<file path="config.mk">
export PLATFORM = sky130hd
export DESIGN_NAME = stereo_word_rx
export DESIGN_NICKNAME = d
export VERILOG_FILES = /design/src/rtl/stereo_word_rx.sv
export SDC_FILE = /design/constraint.sdc
export NUM_CORES = 1
export LEC_CHECK = 0
export BUFFER_PORTS_ARGS = -buffer_cell sky130_fd_sc_hd__buf_2
export CAP_MARGIN = 20
export CORE_UTILIZATION = 30
export CTS_CLUSTER_SIZE = 25
export DETAILED_ROUTE_END_ITERATION = 10
export PLACE_DENSITY = 0.49
export SKIP_CTS_REPAIR_TIMING = 1
export SLEW_MARGIN = 20
export SYNTH_ARGS = -nofsm -noshare
export SYNTH_HDL_FRONTEND = slang
export SYNTH_SLANG_ARGS = --single-unit
</file>
<file path="constraint.sdc">
create_clock -name clk -period 2 [get_ports clk]
set_input_delay 0.3 -clock clk [delete_from_list [all_inputs] [get_ports clk]]
set_output_delay 0.3 -clock clk [all_outputs]
set_load 0.005 [all_outputs]
</file>
<file path="src/rtl/stereo_word_rx.sv">
module stereo_word_rx #(
  parameter int W = 16
) (
  input  logic         clk,
  input  logic         rst,
  input  logic         sdata,
  input  logic         wsel,
  output logic [W-1:0] left_q,
  output logic [W-1:0] right_q,
  output logic         upd
);
  localparam int CW = $clog2(W + 1);
  localparam int IW = (W > 1) ? $clog2(W) : 1;

  logic          ws_prev, armed, xfer;
  logic [CW-1:0] cnt;
  logic [IW-1:0] pos;
  logic [W-1:0]  acc, left_in, right_in;

  wire ws_edge = wsel ^ ws_prev;
  wire commit  = ws_edge & armed;
  wire room    = cnt < CW'(W);

  assign pos = IW'(W - 1) - IW'(cnt);

  always_ff @(posedge clk) begin
    if (rst) begin
      ws_prev  <= 1'b0;
      armed    <= 1'b0;
      xfer     <= 1'b0;
      cnt      <= '0;
      acc      <= '0;
      left_in  <= '0;
      right_in <= '0;
      left_q   <= '0;
      right_q  <= '0;
      upd      <= 1'b0;
    end else begin
      ws_prev <= wsel;
      xfer    <= commit & ~ws_prev;
      upd     <= xfer;
      if (ws_edge) begin
        armed <= 1'b1;
        acc   <= {sdata, {(W-1){1'b0}}};
        cnt   <= CW'(1);
      end else if (room) begin
        acc[pos] <= sdata;
        cnt      <= cnt + CW'(1);
      end
      if (commit &  ws_prev) left_in  <= acc;
      if (commit & ~ws_prev) right_in <= acc;
      if (xfer) begin
        left_q  <= left_in;
        right_q <= right_in;
      end
    end
  end
endmodule


</file>
==> impl_summary.md, run 1 <==
STA
The fmax is 0.6751 GHz. Adding up every negative setup slack in the final design gives 0 ps. The share of the clock period used by the worst path is 74.06%. Setup repair after global routing left no endpoint under its margin.

In this run the tightest slew margin relative to its limit is 53.15%. The maximum clock skew at final layout is 9.923 ps. The final hold slack is 295.0 ps. For the pin with the worst max-slew slack, the measured transition is 701.8 ps.

The final setup violation count is 0. For the finished layout, the period the worst path requires is 1481 ps. The final-report hold violation count was 0. The count of pins over their slew limit is 0.

Worst setup path
The slack of the worst reg-to-reg path is 520 ps. STA classifies the critical path startpoint as a flip-flop. The arrival time of data at the critical path endpoint is 1700 ps. The data required time of the worst path is 2220 ps.

Along the worst path, the maximum fanout reaches 18. STA classifies the critical path endpoint as a flip-flop. The beginning of the critical path is cnt[2]. In this run the critical register-to-register path is launched from cnt[2]. The logic depth of the worst register-to-register path is 4. The worst register-to-register path ends at acc[0].

The critical path is of the reg -> reg type.

Final layout
The antenna diode instance count is 0. The number of nets in the layout is 391. The proportion of layout cells with a drive suffix above 1 is 18.60%.

The final-layout fill cell count is 1140. The area overhead of the layout relative to synthesis is 15.90%.

Clock network
The longest clock path from root to sink contains 2 buffers. For the worst-skew pair, the clock arrives at the later sink with an insertion delay of 330 ps. The TritonCTS clock tree is done.

The number of levels the H-tree was split into is 3. Clock-pin slew was measured on the worst setup and hold paths at 60 ps. The CTS sink count is 89. The root buffer cell chosen for the clock tree is sky130_fd_sc_hd__clkbuf_16.

The TritonCTS buffer count is 9.

Floorplan
The core region is 11080 um2. Pin placement for this block handled 37 I/O pins. The floorplan has 38 rows.

The die height is 109.6 um. The floorplan step defined a die boundary enclosing 12000 um2. The initial core utilization is 31.33%.

The horizontal die dimension is 109.6 um.

Routing
The residual antenna-violating net count after detailed routing is 0. The routed layout has 2352 vias. The remaining routing DRC violations is 0. For this block, the routed nets add up to 6.654 mm of wire. After the first detailed-routing iteration, the DRC count stood at 125. The pre-antenna-repair detailed-routing pass consisted of 4 iterations. The via count normalized by instance count is 4.463. In the final routed layout, each cell accounts on average for 12.63 um.

Place
Detailed placement finished with a half-perimeter wire length of 4.456 mm. The count of buffers added on input and output ports is 36. The final weighted congestion in routability-driven placement is 0.7089.

Yosys
When the netlist entered floorplanning its net count stood at 366. In this run, synthesis produced a sequential element count of 89. For this run, the number of Yosys warnings is 0. After synthesis, the netlist uses 26 different library cells.

The synthesized area divided by synthesized cell count is 9.722 um2. The netlist area before placement is 3471 um2. The synthesized netlist cell count is 357.

The post-synthesis sequential area ratio is 51.33%.

Power and ir drop
The reported leakage power is 1.497 nW. Dividing total power by cell area gives a power density of 912.0 nW/um2. The design draws 3.669 mW.

VDD sags by at most 0.4738 mV.

Run status
The run finished with clean final reports.

Worst hold path
The worst min-delay path category is in -> reg. The launch point of the worst hold path is wsel. The destination of the worst hold path is ws_prev. The count of cells along the worst hold path is 2.

Global route
The number of antenna violations at the first check in global routing is 0. The total global routing overflow is 0. The overall global routing resource usage is 12.10%. The first global-routing pass estimated 11.03 mm of wire. The via count of the first global-routing pass came to 2199. The largest net degree at the start of global routing is 39.

Run
The number of max-cap violations is 0.
[per-layer routing]
metal	GRT usage [%]	vias to the layer above	routed length, um	part of all wire (%)
met1	16.32	1078	3476	52
met2	18.06	32	2879	43
li1	-	1236	-	-
met3	2.964	6	194	2.9
met4	5.714	0	103	1.5
met5	0	-	0	0
[registers in the layout (all words and copies together), names as in the netlist]
signal    cells
acc          16
left_in      16
left_q       16
right_in     16
right_q      16
cnt           5
armed         1
upd           1
ws_prev       1
xfer          1
[worst max path at each step]
stage / endpoint / slack (ps)
global placement: acc[0] / 570
finish: acc[0] / 520
floorplan: acc[0] / 800
global route: acc[0] / 360
CTS: acc[0] / 510
detailed placement: acc[0] / 520
[where the power goes]
part,switching [mW],leakage (nW),internal (mW)
combinational,0.0860,0.634,0.0526
sequential,0.0199,0.719,1.78
clock,0.686,0.144,1.04
[metrics by stage]
stage,setup slack (ps),instances,area [um2],utilization [%]
floorplan,798.6,357,3471,-
global placement,570.2,511,3709,33.48
detailed placement,520.8,511,3709,33.48
CTS,512.0,527,4023,36.31
global route,357.9,527,4023,36.31
finish,518.7,527,4023,36.31
[cells in the mapped netlist, drive strengths merged]
cell type	count	area share, %
and3b	2	0.50
nand2	64	6.9
and4bb	8	2.9
and3	1	0.18
o21ai	1	0.14
dfxtp	89	51
a21oi	34	4.9
ha	5	1.8
nor2b	4	0.72
clkbuf	6	0.65
nor2	53	5.7
mux2i	48	14
nand3b	2	0.65
nor4b	4	1.8
o41ai	1	0.25
xor2	3	0.76
buf	21	4.6
nand2b	1	0.18
inv	4	0.43
xnor2	2	0.72
nand4b	4	1.0
[final cells by class]
type                       instances  area (um2)  area share [%]
multi-input combinational        237        1493           37.11
inverter                           4       15.01          0.3733
sequential                        89        1783           44.32
clock inverter                     5       61.31           1.524
clock buffer                      11       252.7           6.283
tap                              140       175.2           4.355
timing repair buffer              41       242.7           6.034
[critical path: stages, from the launching register on]
cell and delay, ps:
sky130_fd_sc_hd__dfxtp_1 710, sky130_fd_sc_hd__and3_1 270, sky130_fd_sc_hd__ha_1 170, sky130_fd_sc_hd__mux2i_1 180
sky130_fd_sc_hd__nor2_1 50
[placed cells by master (no fill, tap or decap), types with 2 or more instances in the layout]
cell type                    instances
sky130_fd_sc_hd__a21oi_1            34
sky130_fd_sc_hd__and3b_1             2
sky130_fd_sc_hd__and4bb_2            8
sky130_fd_sc_hd__buf_12              2
sky130_fd_sc_hd__buf_2              36
sky130_fd_sc_hd__buf_4               3
sky130_fd_sc_hd__clkbuf_16           9
sky130_fd_sc_hd__clkbuf_8            2
sky130_fd_sc_hd__clkinvlp_4          3
sky130_fd_sc_hd__dfxtp_1            88
sky130_fd_sc_hd__ha_1                5
sky130_fd_sc_hd__inv_1               4
sky130_fd_sc_hd__mux2i_1            48
sky130_fd_sc_hd__nand2_1            64
sky130_fd_sc_hd__nand3b_2            2
sky130_fd_sc_hd__nand4b_1            4
sky130_fd_sc_hd__nor2_1             53
sky130_fd_sc_hd__nor2b_1             4
sky130_fd_sc_hd__nor4b_2             2
sky130_fd_sc_hd__xor2_1              3
[cells by family (layout without fill, tap and decap cells)]
family / Yosys count / after routing / share of synthesized area [%]
AND/OR/NAND/NOR: 143 / 143 / 20.58
flip-flops: 89 / 89 / 51.33
multiplexers: 48 / 48 / 13.84
AO/OA/AOI/OAI: 36 / 36 / 5.299
buffers and inverters: 31 / 61 / 5.660
adder cells (fa/ha/maj): 5 / 5 / 1.802
XOR/XNOR: 5 / 5 / 1.478
Note: power is estimated with default switching activity, not from simulation.
==> run 2: changes to the inputs <==
--- a/config.mk
+++ b/config.mk
@@ -10,7 +10,7 @@
 export CORE_UTILIZATION = 30
 export CTS_CLUSTER_SIZE = 25
 export DETAILED_ROUTE_END_ITERATION = 10
-export PLACE_DENSITY = 0.49
+export PLACE_DENSITY = 0.51
 export SKIP_CTS_REPAIR_TIMING = 1
 export SLEW_MARGIN = 20
 export SYNTH_ARGS = -nofsm -noshare
==> constraint.sdc (replaced) <==
create_clock -name clk -period 1.3 [get_ports clk]
set_input_delay 0.195 -clock clk [delete_from_list [all_inputs] [get_ports clk]]
set_output_delay 0.195 -clock clk [all_outputs]
set_load 0.005 [all_outputs]
==> impl_summary.md, run 2 (synthesis results as in run 1) <==
STA
The final setup TNS is 0 ps (unchanged). The share of the clock period used by the worst path is 98.12% (+24 points). The final setup violation count is 0 (unchanged).

The worst max-slew margin expressed relative to the limit is 80.15% (+27 points). The shortest period the worst path allows is 1276 ps (-205.8 ps). The worst setup margin was 24.48 ps (-494.2 ps).

The slew of the pin with the lowest slew margin came to 297.7 ps (-404.1 ps). The fmax is 0.7840 GHz (+16%). The count of pins over their slew limit was 0 (unchanged).

The final-report hold violation count was 0 (unchanged). The maximum clock skew at final layout was 6.575 ps (-3.349 ps). Setup repair after global routing could not meet its margin everywhere.

Routing
The detailed-router iteration count before antenna repair is 4 (unchanged). The remaining routing DRC violations is 0 (unchanged). The final routed wire length divided by cell count is 12.17 um (-3.6%). The number of violations reported at the end of detailed-routing iteration 0 is 121 (-3.2%). The total via count after detailed routing is 2410 (+2.5%).

The via count normalized by instance count is 4.463 (about the same). The total wirelength of the detailed-routed design came to 6.571 mm (-1.2%). The residual antenna-violating net count after detailed routing was 0 (unchanged).

Run status
The run finished with clean final reports.

Worst hold path
The worst min-delay path category is in -> reg. The launch point of the worst hold path is rst.

Clock network
The number of buffers on the longest clock path is 2 (unchanged). The clock insertion delay at the later pin of the skew report was 330 ps (about the same). The CTS sink count is 89 (unchanged). The TritonCTS clock tree is done. The number of levels the H-tree was split into is 3 (unchanged). The TritonCTS buffer count was 9 (unchanged). The tree is rooted in a sky130_fd_sc_hd__clkbuf_16. The clock-pin transition on the worst setup and hold timing paths is 60 ps (about the same).

Floorplan
The overall die area was 12000 um2 (unchanged). The die height is 109.6 um (unchanged). The floorplan row count was 38 (unchanged). The initial core utilization was 31.33% (unchanged). The placeable core region is 11080 um2 (unchanged). The I/O pin total is 37 (unchanged).

The horizontal die dimension is 109.6 um (unchanged).

Power and ir drop
The peak supply drop was 0.8186 mV (+73%). The reported leakage power was 1.589 nW (+6.1%). The areal power density over the cells is 1390 nW/um2 (+52%). The total power draw came to 5.819 mW (+59%).

Global route
The largest net degree at the start of global routing is 39 (unchanged). The met2 capacity usage during global routing came to 18.06% (unchanged). The fraction of met1 tracks used by global routing is 15.98% (-0.34 points). The number of antenna violations at the first check in global routing is 0 (unchanged). The first-pass GRT wire length is 10.97 mm (-0.50%). The met3 usage in global routing came to 3.379% (+0.41 points).

The via count of the first global-routing pass is 2231 (+1.5%). The overall global routing resource usage was 12.26% (+0.16 points). The total global routing overflow is 0 (unchanged).

After global routing, the most crowded layer is met2.

Final layout
The proportion of layout cells with a drive suffix above 1 is 22.75% (+4.1 points). The number of nets in the layout came to 405 (+3.6%). From synthesis to final layout, the design area changed by 20.62%. The final-layout fill cell count was 1106 (-3.0%). In the layout the commonest cells are sky130_fd_sc_hd__dfxtp_1, sky130_fd_sc_hd__nand2_1, sky130_fd_sc_hd__nor2_1. The antenna diode instance count is 0 (unchanged).

The library cell used most frequently in the layout, excluding fill and tap cells, is sky130_fd_sc_hd__dfxtp_1. The final instance area is 4187 um2 (+4.1%).

Worst setup path
The arrival time of data at the critical path endpoint came to 1490 ps (-210 ps). The data required time of the worst path is 1510 ps (-710 ps). The most critical setup path has its startpoint at cnt[0]. The slack of the worst reg-to-reg path is 20 ps (-490 ps). The kind of launch point of the worst setup path is a flip-flop.

The critical path capture point type is a flip-flop. Among all stages on the critical path, the largest delay is contributed by sky130_fd_sc_hd__dfxtp_2. The origin of the critical flop-to-flop path is cnt[0]. The type of the worst setup path is reg -> reg. The critical path goes through inv_1 > ha_2 > nor4b_1 > buf_4 > o21ai_0 > o41ai_1. The maximum cell stage delay along the critical path is 370 ps (-340 ps). The largest fanout on the critical path is 5 (-13).

Place
The pre-CTS worst setup slack is -61.03 ps (-581.9 ps). The final weighted congestion in routability-driven placement is 0.7481 (+5.5%). The half-perimeter wire length of the detailed placement result came to 4.573 mm (+2.6%). The cell area reported after detailed placement was 3839 um2 (+3.5%). The number of port buffers is 36 (unchanged).

Run
The number of max-cap violations is 0 (unchanged).
-- run 2: cell count changes in the layout (fill, tap and decap cells not counted) --
cell | previous run | this run
sky130_fd_sc_hd__bufinv_16 | 1 | 2
sky130_fd_sc_hd__dfxtp_1 | 88 | 85
sky130_fd_sc_hd__clkinvlp_4 | 3 | 1
sky130_fd_sc_hd__dfxtp_2 | 1 | 4
sky130_fd_sc_hd__ha_1 | 5 | 3
sky130_fd_sc_hd__nor4b_2 | 2 | 1
sky130_fd_sc_hd__nor4b_4 | 1 | 2
sky130_fd_sc_hd__buf_4 | 3 | 15
sky130_fd_sc_hd__inv_6 | 1 | 0
sky130_fd_sc_hd__and3b_2 | 0 | 1
sky130_fd_sc_hd__and3b_1 | 2 | 1
sky130_fd_sc_hd__clkinv_4 | 0 | 1
sky130_fd_sc_hd__buf_12 | 2 | 4
sky130_fd_sc_hd__ha_2 | 0 | 2
-- run 2: power by group --
part	total, mW	internal, mW	switching, mW
sequential	2.77	2.75	0.0200
clock	2.80	1.78	1.02
combinational	0.253	0.108	0.145
total	5.82	4.64	1.18
-- run 2: final cells by class --
| type | count | area (um2) | area share, % |
|---|---|---|---|
| inverters | 4 | 15.01 | 0.3586 |
| flip-flops and latches | 89 | 1787 | 42.68 |
| clock inverters | 4 | 76.32 | 1.823 |
| well taps | 140 | 175.2 | 4.184 |
| clock buffers | 11 | 252.7 | 6.037 |
| multi-input cells | 237 | 1508 | 36.01 |
| repair buffers | 55 | 372.9 | 8.906 |
-- run 2: worst paths after layout --
kind,to,cells past startpoint
hold reg to reg,left_in[6],2
hold / removal,armed,2
setup reg to reg,acc[15],6
setup / recovery,acc[15],6
-- run 2: stage by stage --
stage	hold slack (ps)	cells	util, %
finish	191.2	540	37.79
global placement	448.1	525	34.65
detailed placement	446.5	525	34.65
CTS	178.4	540	37.62
global route	191.8	540	37.79
floorplan	342.2	357	-
-- run 2: critical path: cells and delay by family (launching register included) --
family	cells	cell delay, ps
flip-flops	1	370
AO/OA/AOI/OAI	2	230
buffers and inverters	2	210
adder cells (fa/ha/maj)	1	200
AND/OR/NAND/NOR	1	140
-- run 2: per-layer routing --
layer  wire length (um)  vias up
met1               3406     1098
met2               2834       32
met4                114        0
met3                215        9
met5                  0        -
li1                   -     1271
==> run 3: changes to the inputs <==
--- a/config.mk
+++ b/config.mk
@@ -5,12 +5,14 @@
 export SDC_FILE = /design/constraint.sdc
 export NUM_CORES = 1
 export LEC_CHECK = 0
+export ABC_AREA = 1
 export BUFFER_PORTS_ARGS = -buffer_cell sky130_fd_sc_hd__buf_2
 export CAP_MARGIN = 20
-export CORE_UTILIZATION = 30
+export CORE_UTILIZATION = 51
 export CTS_CLUSTER_SIZE = 25
 export DETAILED_ROUTE_END_ITERATION = 10
-export PLACE_DENSITY = 0.51
+export HOLD_SLACK_MARGIN = 0.12
+export PLACE_DENSITY = 0.77
 export SKIP_CTS_REPAIR_TIMING = 1
 export SLEW_MARGIN = 20
 export SYNTH_ARGS = -nofsm -noshare
==> impl_summary.md, run 3 <==
Run status
The flow ran to the end, and the final reports show no timing, DRC or antenna violations.

Yosys
The count of cell types in the netlist came to 22 (-15%). The synthesized netlist cell count is 393 (+10%). The top flip-flop cell by instance count after synthesis is sky130_fd_sc_hd__dfxtp_1. By count the netlist is led by sky130_fd_sc_hd__dfxtp_1, sky130_fd_sc_hd__a21oi_1, sky130_fd_sc_hd__o21ai_0, sky130_fd_sc_hd__inv_1, sky130_fd_sc_hd__nand2_1. The netlist area before placement came to 3288 um2 (-5.3%).

The flop and latch count out of synthesis came to 89 (unchanged). The post-synthesis net count is 402 (+9.8%). The number of enable flip-flop cells after synthesis is 0 (unchanged). The synthesized area divided by synthesized cell count is 8.367 um2 (-14%). The synthesis warning total is 0 (unchanged).

The largest total area in the synthesized netlist belongs to sky130_fd_sc_hd__dfxtp_1. The most common cell in the netlist is sky130_fd_sc_hd__dfxtp_1. The post-synthesis sequential area ratio is 54.19% (+2.9 points).

The area fraction of the dominant cell type after synthesis was 54.19% (+2.9 points). By area the synthesized netlist is led by sky130_fd_sc_hd__dfxtp_1, sky130_fd_sc_hd__a21oi_1, sky130_fd_sc_hd__o21ai_0. The fraction of registers with async set/reset was 0% (unchanged).

Floorplan
The die height is 82.30 um (-25%). The initial core utilization is 54.25% (+23 points). The I/O pin total is 37 (unchanged). The placeable core region is 6061 um2 (-45%). The horizontal die dimension is 82.30 um (-25%). The overall die area came to 6772 um2 (-44%). The floorplan row count is 28 (-26%).

Worst setup path
In this run the worst setup path begins at cnt[0]. The worst setup path is launched from a flip-flop. The kind of cell adding the most delay to the critical path is flip-flops. The logic depth of the worst register-to-register path is 7 (+1). The critical path capture point type is a flip-flop.

The maximum cell stage delay along the critical path was 350 ps (-20 ps). The worst register-to-register path begins at cnt[0]. The slack of the worst reg-to-reg path is 50 ps (+20 ps). Walking the worst path, the cells encountered are inv_1 > ha_1 > inv_1 > nor2_4 > nand2_1 > a21oi_1 > nor2_1. The arrival time of data at the critical path endpoint came to 1500 ps (about the same). The cell count along the critical path is 7 (+1). The type of the worst setup path is reg -> reg. The largest fanout on the critical path is 7 (+2). The capture point of the worst reg-to-reg path is acc[15]. The data required time of the worst path is 1550 ps (+40 ps). The worst-path cell with the longest stage delay is sky130_fd_sc_hd__dfxtp_2. The cell repeated most along the worst path is sky130_fd_sc_hd__inv_1.

The total buffers and inverters traversed by the critical path is 2 (unchanged).

STA
The slew of the pin with the lowest slew margin was 333.3 ps (+35.55 ps). The shortest period the worst path allows is 1252 ps (-23.21 ps). The final-report hold violation count is 0 (unchanged).

The final setup violation count is 0 (unchanged). The fmax is 0.7985 GHz (+1.9%). The final setup TNS is 0 ps (unchanged). The final hold slack is 124.4 ps (-66.73 ps).

Setup repair after global routing could not meet its margin everywhere. The maximum clock skew at final layout is 7.467 ps (+0.8920 ps). The share of the clock period used by the worst path is 96.33% (-1.8 points). The worst max-slew margin expressed relative to the limit is 77.62% (-2.5 points). The count of pins over their slew limit is 0 (unchanged). The worst setup margin was 47.68 ps (+23.21 ps).

Final layout
The library cells used most frequently in the layout, excluding fill and tap cells, are sky130_fd_sc_hd__dfxtp_1, sky130_fd_sc_hd__a21oi_1, sky130_fd_sc_hd__o21ai_0. From synthesis to final layout, the design area changed by 16.48%. The final instance area is 3830 um2 (-8.5%). The number of nets in the layout came to 437 (+7.9%).

The number of standard cells in the final layout excluding fillers is 507 (-6.1%). The core occupancy in the finished layout was 63.19% (+25 points). The most common cell after layout, fill and taps aside is sky130_fd_sc_hd__dfxtp_1. The antenna diode instance count is 0 (unchanged). The proportion of layout cells with a drive suffix above 1 is 20.37% (-2.4 points).

Routing
The total via count after detailed routing is 2645 (+9.8%). The detailed-router iteration count before antenna repair is 4 (unchanged). The via count normalized by instance count is 5.217 (+17%).

The number of violations reported at the end of detailed-routing iteration 0 is 131 (+8.3%). The final routed wire length divided by cell count is 12.79 um (+5.1%). The residual antenna-violating net count after detailed routing was 0 (unchanged). The remaining routing DRC violations is 0 (unchanged). The total wirelength of the detailed-routed design is 6.485 mm (-1.3%).

Clock network
The TritonCTS buffer count is 9 (unchanged). The root buffer cell is sky130_fd_sc_hd__clkbuf_8. The clock insertion delay at the later pin of the skew report is 350 ps (+20 ps). The number of levels the H-tree was split into is 3 (unchanged). The CTS sink count is 89 (unchanged). TritonCTS built the clock tree. The number of buffers on the longest clock path is 2 (unchanged). The clock-pin transition on the worst setup and hold timing paths was 80 ps (+20 ps).

Place
The number of placed instances, taps included is 491 (-6.5%). The number of port buffers is 36 (unchanged). The pre-CTS worst setup slack is 43.10 ps (+104.1 ps).

The final weighted congestion in routability-driven placement is 0.7686 (+2.7%). The half-perimeter wire length of the detailed placement result is 4.353 mm (-4.8%). The cell area reported after detailed placement was 3573 um2 (-6.9%).

Power and ir drop
The peak supply drop is 1.167 mV (+43%). The share of power burned in combinational logic is 7.2% (+2.8 points). The switching share of total power is 22.89% (+2.6 points).

The cell-internal power came to 4.150 mW (-10%). The total power draw is 5.383 mW (-7.5%). The switching power summed over all nets is 1.232 mW (+4.1%). The register share of total power is 53.3% (+5.7 points). The share of total power in the clock network came to 39.5% (-8.6 points). The reported leakage power is 1.518 nW (-4.5%). The areal power density over the cells is 1405 nW/um2 (+1.1%).

Global route
The largest net degree at the start of global routing is 44 (+13%). The total global routing overflow is 0 (unchanged). The first-pass GRT wire length came to 10.82 mm (-1.4%). The number of antenna violations at the first check in global routing came to 0 (unchanged). The via count of the first global-routing pass is 2488 (+12%).

The overall global routing resource usage is 21.33% (+9.1 points).

Worst hold path
The worst min-delay path category is in -> reg. The worst hold path begins at wsel. The path with the worst hold slack has its endpoint at ws_prev. The count of cells along the worst hold path came to 3 (+1).

Run
The number of max-cap violations is 0 (unchanged).
==> run 3: cell count changes after synthesis, sizes merged, moves of 4 or more <==
cell	previous run	this run
clkbuf	6	10
nand4b	4	0
nor2	53	16
o21ai	1	66
nor2b	4	0
inv	4	49
mux2i	48	1
a21oi	34	83
and4bb	8	0
nor4b	4	0
buf	21	14
nand3	0	17
nand2	64	41
==> run 3: worst reg2reg max path: stages, from the launching register on <==
cell and delay (ps):
sky130_fd_sc_hd__dfxtp_2 350, sky130_fd_sc_hd__inv_1 100, sky130_fd_sc_hd__ha_1 160, sky130_fd_sc_hd__inv_1 60, sky130_fd_sc_hd__nor2_4 150, sky130_fd_sc_hd__nand2_1 100
sky130_fd_sc_hd__a21oi_1 170, sky130_fd_sc_hd__nor2_1 60
==> run 3: metal layers <==
layer | track usage (%) | up-vias | routed length, um
met5 | 0 | - | 0
met4 | 8.772 | 0 | 153
met3 | 6.154 | 13 | 250
met2 | 35.87 | 53 | 2975
met1 | 25.41 | 1217 | 3106
li1 | - | 1362 | -
==> run 3: layout make-up <==
type | instances | area, um2
Clock buffer | 11 | 151.4
Clock inverter | 4 | 76.32
Fill cell | 499 | 2231
Inverter | 49 | 183.9
Multi-Input combinational cell | 231 | 1215
Sequential cell | 89 | 1787
Tap cell | 75 | 93.84
Timing Repair Buffer | 48 | 322.8
==> run 3: cells by family after synthesis <==
| logic type | Yosys count | synth area share, % |
|---|---|---|
| adders and majority gates | 5 | 1.903 |
| and+or+nand+nor | 74 | 10.16 |
| DFF | 89 | 54.19 |
| buffers and inverters | 73 | 9.322 |
| xor gates and xnor gates | 2 | 0.5328 |
| muxes | 1 | 0.3044 |
| AOI/OAI and AO/OA | 149 | 23.59 |
==> run 3: power by group through the flow <==
stage                     Combinational, mW  Sequential, mW  Clock, mW
after floorplan                       0.250            2.93          0
after global placement                0.362            2.93          0
after detailed placement              0.373            2.93          0
after CTS                             0.380            2.87       2.15
after global routing                  0.442            2.88       2.27
final                                 0.388            2.87       2.13
==> run 3: how the worst max path moves through the flow <==
stage,endpoint,slack (ps)
2_1_floorplan,acc[0],140
3_3_place_gp,acc[0],100
3_5_place_dp,acc[15],40
4_1_cts,acc[15],-7
5_1_grt,acc[15],-3
6_report,acc[15],50
